[config.mk]
export PLATFORM = sky130hd
export DESIGN_NAME = sres_tx
export DESIGN_NICKNAME = d
export VERILOG_FILES = /design/src/rtl/sres_tx_pkg.sv /design/src/rtl/sres_start_edge.sv /design/src/rtl/sres_sclk_gen.sv /design/src/rtl/sres_bit_sel.sv /design/src/rtl/sres_tx.sv
export SDC_FILE = /design/constraint.sdc
export NUM_CORES = 1
export LEC_CHECK = 0
export BUFFER_PORTS_ARGS = -buffer_cell sky130_fd_sc_hd__buf_2
export CAP_MARGIN = 25
export CORE_MARGIN = 2
export CORE_UTILIZATION = 45
export CTS_BUF_LIST = sky130_fd_sc_hd__clkbuf_2 sky130_fd_sc_hd__clkbuf_4 sky130_fd_sc_hd__clkbuf_8
export DETAILED_ROUTE_END_ITERATION = 6
export GPL_TIMING_DRIVEN = 0
export PLACE_DENSITY = 0.75
export SYNTH_ARGS = -nofsm -noshare
export SYNTH_HDL_FRONTEND = slang
export SYNTH_SLANG_ARGS = --single-unit
[constraint.sdc]
create_clock -name clk -period 3.9 [get_ports clk]
set_input_delay 0.585 -clock clk [delete_from_list [all_inputs] [get_ports clk]]
set_output_delay 0.585 -clock clk [all_outputs]
set_load 0.05 [all_outputs]
[src/rtl/sres_tx_pkg.sv]
package sres_tx_pkg;
    typedef enum logic [1:0] {
        ST_IDLE = 2'd0,
        ST_WAIT = 2'd1,
        ST_SEND = 2'd2
    } tx_state_e;
endpackage

[src/rtl/sres_start_edge.sv]
module sres_start_edge (
    input  logic clk,
    input  logic rst_n,
    input  logic lvl_i,
    output logic rise_o
);
    logic prev_d, prev_q;

    always_comb begin
        prev_d = lvl_i;
    end

    always_ff @(posedge clk or negedge rst_n) begin
        if (!rst_n) prev_q <= 1'b1;
        else        prev_q <= prev_d;
    end

    assign rise_o = lvl_i & ~prev_q;
endmodule

[src/rtl/sres_sclk_gen.sv]
module sres_sclk_gen #(
    parameter int HALF_DIV = 2
) (
    input  logic clk,
    input  logic rst_n,
    input  logic run_i,
    output logic sclk_hi_o,
    output logic rise_o,
    output logic fall_o
);
    localparam int PH_W = (HALF_DIV > 1) ? $clog2(HALF_DIV) : 1;

    typedef struct packed {
        logic [PH_W-1:0] ph;
        logic            hi;
    } gen_t;

    gen_t gen_d, gen_q;
    logic tick;

    assign tick = (gen_q.ph == PH_W'(HALF_DIV - 1));

    always_comb begin
        gen_d = gen_q;
        if (!run_i) begin
            gen_d.ph = '0;
            gen_d.hi = 1'b1;
        end else if (tick) begin
            gen_d.ph = '0;
            gen_d.hi = ~gen_q.hi;
        end else begin
            gen_d.ph = gen_q.ph + 1'b1;
        end
    end

    always_ff @(posedge clk or negedge rst_n) begin
        if (!rst_n) gen_q <= '{ph: '0, hi: 1'b1};
        else        gen_q <= gen_d;
    end

    assign sclk_hi_o = gen_q.hi;
    assign rise_o    = run_i & tick & ~gen_q.hi;
    assign fall_o    = run_i & tick & gen_q.hi;
endmodule

[src/rtl/sres_bit_sel.sv]
module sres_bit_sel #(
    parameter int RES_W = 14,
    parameter int PAD_W = 2
) (
    input  logic [$clog2(RES_W+PAD_W)-1:0] idx_i,
    input  logic [RES_W-1:0]               res_i,
    output logic                           bit_o
);
    localparam int IDX_W = $clog2(RES_W + PAD_W);

    always_comb begin
        bit_o = 1'b0;
        for (int i = 0; i < RES_W; i++) begin
            if (idx_i == IDX_W'(PAD_W + i)) bit_o = res_i[RES_W-1-i];
        end
    end
endmodule

[src/rtl/sres_tx.sv]
module sres_tx
    import sres_tx_pkg::*;
#(
    parameter int RES_W    = 14,
    parameter int PAD_W    = 2,
    parameter int HALF_DIV = 2
) (
    input  logic             clk,
    input  logic             rst_n,
    input  logic             conv_start_i,
    input  logic             free_clk_i,
    input  logic             res_ready_i,
    input  logic [RES_W-1:0] res_data_i,
    output logic             frame_pd_o,
    output logic             sclk_pd_o,
    output logic             sdata_pd_o
);
    localparam int WORD_W = RES_W + PAD_W;
    localparam int IDX_W  = $clog2(WORD_W);

    typedef struct packed {
        tx_state_e        st;
        logic [IDX_W-1:0] idx;
        logic [RES_W-1:0] res;
    } ctl_t;

    ctl_t ctl_d, ctl_q;
    logic start_rise, sclk_hi, sclk_rise, sclk_fall, run, cur_bit;
    logic accept, capture;

    sres_start_edge u_edge (
        .clk   (clk),
        .rst_n (rst_n),
        .lvl_i (conv_start_i),
        .rise_o(start_rise)
    );

    assign run = free_clk_i | (ctl_q.st != ST_IDLE);

    sres_sclk_gen #(.HALF_DIV(HALF_DIV)) u_sclk (
        .clk      (clk),
        .rst_n    (rst_n),
        .run_i    (run),
        .sclk_hi_o(sclk_hi),
        .rise_o   (sclk_rise),
        .fall_o   (sclk_fall)
    );

    sres_bit_sel #(.RES_W(RES_W), .PAD_W(PAD_W)) u_sel (
        .idx_i(ctl_q.idx),
        .res_i(ctl_q.res),
        .bit_o(cur_bit)
    );

    always_comb begin
        ctl_d   = ctl_q;
        accept  = start_rise & (ctl_q.st == ST_IDLE);
        capture = res_ready_i & (ctl_q.st != ST_IDLE)
                & (ctl_q.idx < IDX_W'(PAD_W));
        if (capture) ctl_d.res = res_data_i;
        case (ctl_q.st)
            ST_IDLE: begin
                if (accept) begin
                    ctl_d.res = '0;
                    ctl_d.idx = '0;
                    ctl_d.st  = (!free_clk_i || sclk_rise) ? ST_SEND : ST_WAIT;
                end
            end
            ST_WAIT: begin
                if (sclk_rise) ctl_d.st = ST_SEND;
            end
            ST_SEND: begin
                if (sclk_rise) begin
                    if (ctl_q.idx == IDX_W'(WORD_W - 1)) begin
                        ctl_d.st  = ST_IDLE;
                        ctl_d.idx = '0;
                    end else begin
                        ctl_d.idx = ctl_q.idx + 1'b1;
                    end
                end
            end
            default: ctl_d.st = ST_IDLE;
        endcase
    end

    always_ff @(posedge clk or negedge rst_n) begin
        if (!rst_n) ctl_q <= '{st: ST_IDLE, idx: '0, res: '0};
        else        ctl_q <= ctl_d;
    end

    assign frame_pd_o = (ctl_q.st == ST_SEND);
    assign sdata_pd_o = frame_pd_o & ~cur_bit;
    assign sclk_pd_o  = ~sclk_hi;

    logic unused_fall;
    assign unused_fall = sclk_fall;
endmodule

==> results of run 1 <==
## worst paths after layout
kind / from / endpoint / slack (ns)
setup / recovery: ctl_q[14]$_DFFE_PN0P_ / sdata_pd_o / 0.91
max in group asynchronous: rst_n / u_edge.prev_q$_DFF_PN1_ / 3.35
setup reg to reg: ctl_q[18]$_DFFE_PN0P_ / ctl_q[4]$_DFF_PN0_ / 2.20
hold reg to reg: u_sclk.tick$_DFF_PN0_ / u_sclk.tick$_DFF_PN0_ / 0.50
hold / removal: rst_n / ctl_q[4]$_DFF_PN0_ / 0.19
min in group clk: conv_start_i / u_edge.prev_q$_DFF_PN1_ / 0.34
## report_power, final
part | switching, W | internal (W) | leakage (nW)
Sequential | 0.0000619 | 0.000318 | 0.295
Clock | 0.0000820 | 0.0000395 | 0.0139
Combinational | 0.000327 | 0.000203 | 0.449
## per-layer routing
layer	vias up	track usage, %
met2	21	30.87
met1	495	20.97
met5	-	0
met4	0	9.967
li1	502	-
met3	7	3.628
## synth_stat cells, drive strengths merged
master	instances
nor2	19
o21ai	9
o21a	1
dfstp	2
ha	4
nor4b	2
nand3	3
o221ai	1
nand4	1
a21oi	5
nor3	3
nor4bb	1
clkbuf	3
a31oi	1
buf	4
nor2b	3
nand2	12
dfrtp	21
xnor2	1
nor3b	1
xor2	1
o211ai	3
nand2b	2
nand3b	1
a221oi	2
inv	6
o221a	1
nand4b	2
mux2i	14
a21o	1
## critical path, delay by kind of cell (launching register included)
kind / cells / cell delay, ns
buf+inv: 2 / 0.64
fa+ha+maj: 1 / 0.17
simple gates: 2 / 0.21
flops: 1 / 0.47
compound gates: 3 / 0.57
## logic make-up (layout without fill, tap and decap cells)
logic type               count (synthesis)  after routing  share of synthesized area (%)
adder cells (fa/ha/maj)                  4              4                          3.922
buffers and inverters                   13             38                          5.097
AND/OR/NAND/NOR                         50             50                          20.88
multiplexers                            14             14                          10.98
flip-flops                              23             23                          45.29
AO/OA/AOI/OAI                           24             24                          12.45
XOR/XNOR                                 2              2                          1.373
## registers in the layout, indices dropped and copies added, names as in the netlist
name and count:
ctl_q 20, u_edge.prev_q 1, u_sclk.sclk_hi_o 1, u_sclk.tick 1
## metrics by stage
| step | utilization, % | setup slack (ns) | area, µm² |
|---|---|---|---|
| after global placement | 51.95 | 1.373 | 1420 |
| after CTS | 53.04 | 0.9193 | 1450 |
| after floorplan | - | 0.6552 | 1276 |
| after global routing | 53.04 | 0.7470 | 1450 |
| final | 53.04 | 0.9115 | 1450 |
| after detailed placement | 51.95 | 1.301 | 1420 |
## area by class of cell
cell class	count	area [µm²]
plain buffers	7	42.54
clock buffers	3	22.52
well taps	31	38.79
fillers	251	1284
repair buffers	21	105.1
flip-flops and latches	23	578.1
inverters	6	22.52
clock inverters	1	7.507
multi-input cells	94	633.1
==> impl_metrics.tcl, run 1 <==
set metrics [dict create \
    outcome "completed" \
    area_growth_pct 13.63 \
    root_buffer "clkbuf_4" \
    syn-num-nets 153 \
    period_needed_ns 2.988 \
    cts_resized 0 \
    maxCapViolations 0 \
    vias 1025 \
    cts_tree "built" \
    worstSetupPathType "flip-flop to output pin" \
    cts_max_path_buffers 2 \
    slew_headroom_pct 64.09 \
    grt_pass1_wl_mm 4.471 \
    initial_core_util_pct 46.68 \
    postCtsHoldBufs 0 \
    synthesis.area_um2 1276 \
    crit_arrival_ns 2.40 \
    tightest_slew_ns 0.5364 \
    dp_hpwl_mm 1.919 \
    die_height_um 57.26 \
    layout.cells.non_filler 186 \
    slew_violations 0 \
    synth_cell_type_count 38 \
    groute.usage.overall_pct 17.99 \
    worstRegToRegCells 4 \
    fmax_mhz 334.6 \
    drt_wl_total_mm 2.552 \
    skew_ns 0.005809 \
    layout_common_cells "buf_2, dfrtp_1, nor2_1" \
    synth_seq_area_share_pct 45.29 \
    synth_warnings 0 \
    start_kind "flip-flop" \
    routed-wl-met2_mm 1.230 \
    drc 0 \
    syn_avg_cell_area_um2 9.817 \
    rows 19 \
    layout.nets 179 \
    pin_count 22 \
    wire_per_inst_um 13.72 \
    path_max_fanout 9 \
    grt-ovfl-total 0 \
    drtIter0Drc 8 \
    worst_ep_required_time_ns 3.31 \
    htreeDepth 1 \
    holdWs_ns 0.1889 \
    viasPerCell 5.511 \
    drive_above_1_share_pct 24.52 \
    path_cells "ha_1 -> clkbuf_1 -> nor2_1 -> o221a_1 -> nand3_1 -> o21ai_1 -> a221oi_1 -> buf_2" \
    place.gp.congestion 0.8003 \
    netlist.area_leader.share_pct 41.18 \
    power_density_nw_per_um2 711.6 \
    drtAntennaViolNets 0 \
    rsz0062_at_grt "false" \
    drtPass1Iterations 4 \
    met3_wirelength_um 91 \
    hp-class "primary input to asynchronous set/reset pin" \
    netlist_top_cells_area "dfrtp_1, mux2i_1, nor2_1" \
    postCtsSetupBuffers 0 \
    grt_start_max_net_pins 24 \
    clk_pin_slew_ns 0.14 \
    numCtsBuffers 3 \
    final_common_cell "buf_2" \
    cts.sinks 23 \
    coreArea_um2 2734 \
    yosys.area.top_type "dfrtp_1" \
    grt_pass1_vias 1056 \
    final_hold_viol_count 0 \
    fin_crit_sh_pct 76.63 \
    critPathSlowestCell "dfrtp_1" \
    die_w_um 57.26 \
    critPathCaptureType "output pin" \
    p_leak_nw 0.7581 \
    antenna_found_initial 0 \
    top_layer "met4" \
    diodes 0 \
    drt-met1-wl_mm 1.147 \
    setup_tns_ns 0 \
    setup_viol 0 \
    cpPeakStageDelay_ns 0.47 \
    dp.cells 182 \
    ys_seq_elements 23 \
    syn_inst 130 \
    power_w 0.001032 \
    clk_latency_ns 0.34 \
    place.port_buffers 21 \
    vdd_drop_max_mv 0.4190 \
    die_area_um2 3278 \
]
Note: power is estimated with default switching activity, not from simulation.
==> inputs of run 2 (changes only) <==
ABC_AREA = 1   (was default)
PLACE_DENSITY = 0.78   (was 0.75)
clock period = 2.65 ns   (was 3.9 ns; I/O delays follow)
==> run 2 against run 1 <==
Effect of this change:
- clock power increased by 45%
- power decreased by 45%
- core utilization up 5.5 points
- final area increased by 11%
- critical endpoint unchanged
- largest power group is now registers
==> impl_metrics.tcl, run 2 <==
set metrics [dict create \
    drive_above_1_share_pct 27.75 \
    largest-register "ctl_q" \
    path_cells "inv_4 -> ha_4 -> nand2_1 -> nand2_1 -> nand3_1 -> nand2_1 -> nand2_1 -> nand2_1 -> nand2_1 -> nand2_1 -> nand2_1 -> nand2_1 -> nand2_1 -> nand2_1 -> nand2_1 -> nand2_1 -> a21oi_2 -> buf_6" \
    die_area_um2 3347 \
    maxCapViolations 0 \
    htreeDepth 1 \
    layout.nets 233 \
    critPathSlowestCell "dfrtp_2" \
    drt_wl_total_mm 2.927 \
    cts_max_path_buffers 2 \
    grt_pass1_vias 1081 \
    ys_seq_elements 23 \
    postCtsHoldBufs 0 \
    coreArea_um2 2758 \
    critPathCaptureType "output pin" \
    place.port_buffers 21 \
    fin_util_pct 58.58 \
    fmax_mhz 395.6 \
    cts_tree "built" \
    drtAntennaViolNets 0 \
    syn_inst 175 \
    rows 19 \
    skew_ns 0.002508 \
    drtIter0Drc 30 \
    yosys.area_share.adder_pct 3.835 \
    synth-main-ff-cell "dfrtp_1" \
    die_w_um 57.85 \
    grt_pass1_wl_mm 4.547 \
    netlist_top_cells_area "dfrtp_1, inv_1, nand2_1" \
    multi_input_area_um2 624.3 \
    dp_hpwl_mm 1.989 \
    slew_violations 0 \
    seqCellArea_um2 580.6 \
    initial_core_util_pct 47.32 \
    numCtsBuffers 3 \
    muxShareOfSynthArea_pct 0 \
    synth_warnings 0 \
    post_synth_most_frequent_cells "inv_1, nand2_1, dfrtp_1, a21oi_1, o21ai_0" \
    groute.usage.overall_pct 17.53 \
    tightest_slew_ns 0.5059 \
    clk_pin_slew_ns 0.12 \
    worstSetupPathType "flip-flop to output pin" \
    setup_viol 0 \
    p_leak_nw 0.8376 \
    synth-compound-area-share_pct 19.56 \
    wire_per_inst_um 12.20 \
    netlist.area_leader.share_pct 40.27 \
    cts.sinks 23 \
    start_kind "flip-flop" \
    area_growth_pct 23.78 \
    diodes 0 \
    synth_seq_area_share_pct 44.30 \
    path_max_fanout 4 \
    viasPerCell 5.179 \
    clk_latency_ns 0.31 \
    crit_arrival_ns 2.13 \
    design_area_um2 1615 \
    rsz0062_at_grt "true" \
    placed_area_um2 1449 \
    syn_avg_cell_area_um2 7.457 \
    syn-num-nets 198 \
    antenna_found_initial 0 \
    slew_headroom_pct 66.27 \
    grt_start_max_net_pins 24 \
    synthArstFlopShare_pct 100.0 \
    synthesis.area_um2 1305 \
    pin_count 22 \
    yosysMostFrequentCell "inv_1" \
    root_buffer "clkbuf_4" \
    period_needed_ns 2.528 \
    final_hold_viol_count 0 \
    cpPeakStageDelay_ns 0.49 \
    fin_crit_sh_pct 95.39 \
    drc 0 \
    final_common_cell "inv_1" \
    vias 1243 \
    die_height_um 57.85 \
    synth_cell_type_count 23 \
    worst_ep_required_time_ns 2.25 \
    synth_top_family_by_area "simple AND/OR/NAND/NOR gates" \
    power_density_nw_per_um2 352.3 \
    yosys.area_share.simple_pct 20.42 \
    grt-ovfl-total 0 \
    synth_xor_area_share_pct 0 \
    layout_common_cells "inv_1, nand2_1, buf_2" \
    critPathMostFrequentCell "nand2_1" \
    hp-class "primary input to asynchronous set/reset pin" \
    largest_reg_flops 20 \
    fillerInstances 249 \
    synth-edff-count 0 \
    vdd_drop_max_mv 0.2682 \
    outcome "completed" \
    yosys.area.top_type "dfrtp_1" \
    drtPass1Iterations 4 \
    place.gp.congestion 0.9051 \
]
run 2: cell types whose count changed after synthesis, moves of 14 or more:
cell | previous run | this run
o21ai_0 | 4 | 20
inv_1 | 4 | 36
nand2_1 | 12 | 30
mux2i_1 | 14 | 0
a21oi_1 | 5 | 20
run 2: worst paths after layout:
path	startpoint	end	slack, ns	cells after the start
max	ctl_q[14]$_DFFE_PN0P_	sdata_pd_o	0.12	18
min	rst_n	ctl_q[19]$_DFFE_PN0P_	0.03	1
max reg2reg	ctl_q[15]$_DFFE_PN0P_	ctl_q[10]$_DFF_PN0_	1.00	6
min reg2reg	u_sclk.tick$_DFF_PN0_	u_sclk.tick$_DFF_PN0_	0.45	1
max in group asynchronous	rst_n	ctl_q[14]$_DFFE_PN0P_	2.25	1
min in group clk	conv_start_i	u_edge.prev_q$_DFF_PN1_	0.18	1
run 2: metal layers:
metal | wire, µm | track usage, % | share of wire [%]
met2 | 1414 | 29.71 | 48
met4 | 55 | 5.980 | 1.9
met5 | 0 | 0 | 0
met3 | 129 | 2.009 | 4.4
met1 | 1328 | 23.34 | 45
run 2: area by class of cell:
cell class / count / share of cell area [%]
Multi-Input combinational cell: 111 / 38.65
Sequential cell: 23 / 35.94
Timing Repair Buffer: 30 / 11.08
Inverter: 38 / 9.295
Tap cell: 31 / 2.401
Clock buffer: 4 / 1.859
Buffer: 3 / 0.7746
run 2: cell families after synthesis:
kind of cell             Yosys count
flip-flops                        23
AND/OR/NAND/NOR                   60
adder cells (fa/ha/maj)            4
buffers and inverters             41
AO/OA/AOI/OAI                     47
run 2: through the flow:
step	worst slack, ns	hold slack [ns]	power (W)	TNS (ns)	instances
2_1_floorplan	0.2702	0.1019	0.0003770	0	175
3_3_place_gp	0.3160	0.3908	0.0003990	0	227
3_5_place_dp	0.3168	0.3935	0.0004000	0	227
4_1_cts	0.02463	0.04979	0.0005668	0	231
5_1_grt	-0.08814	0.06457	0.0005897	-0.08814	240
6_report	0.1222	0.03107	0.0005691	0	240
run 2: where the power goes:
group          switching, W  total [W]  internal (W)
Combinational     0.0000229  0.0000391     0.0000162
Clock              0.000107   0.000176     0.0000691
Sequential      0.000000245   0.000354      0.000354
run 2: repair_timing:
item	4_1_cts	5_1_grt
endpoints found under the setup margin	1	1
gates cloned	0	0
buffers inserted	0	9
pin swaps	0	10
resized for setup	2	19
run 2: worst max-delay path, delay by kind of cell (launching register included):
family          cells  cell delay, ns
compound gates      1            0.16
fa+ha+maj           1            0.17
flops               1            0.49
simple gates       14            0.75
buf+inv             2            0.24
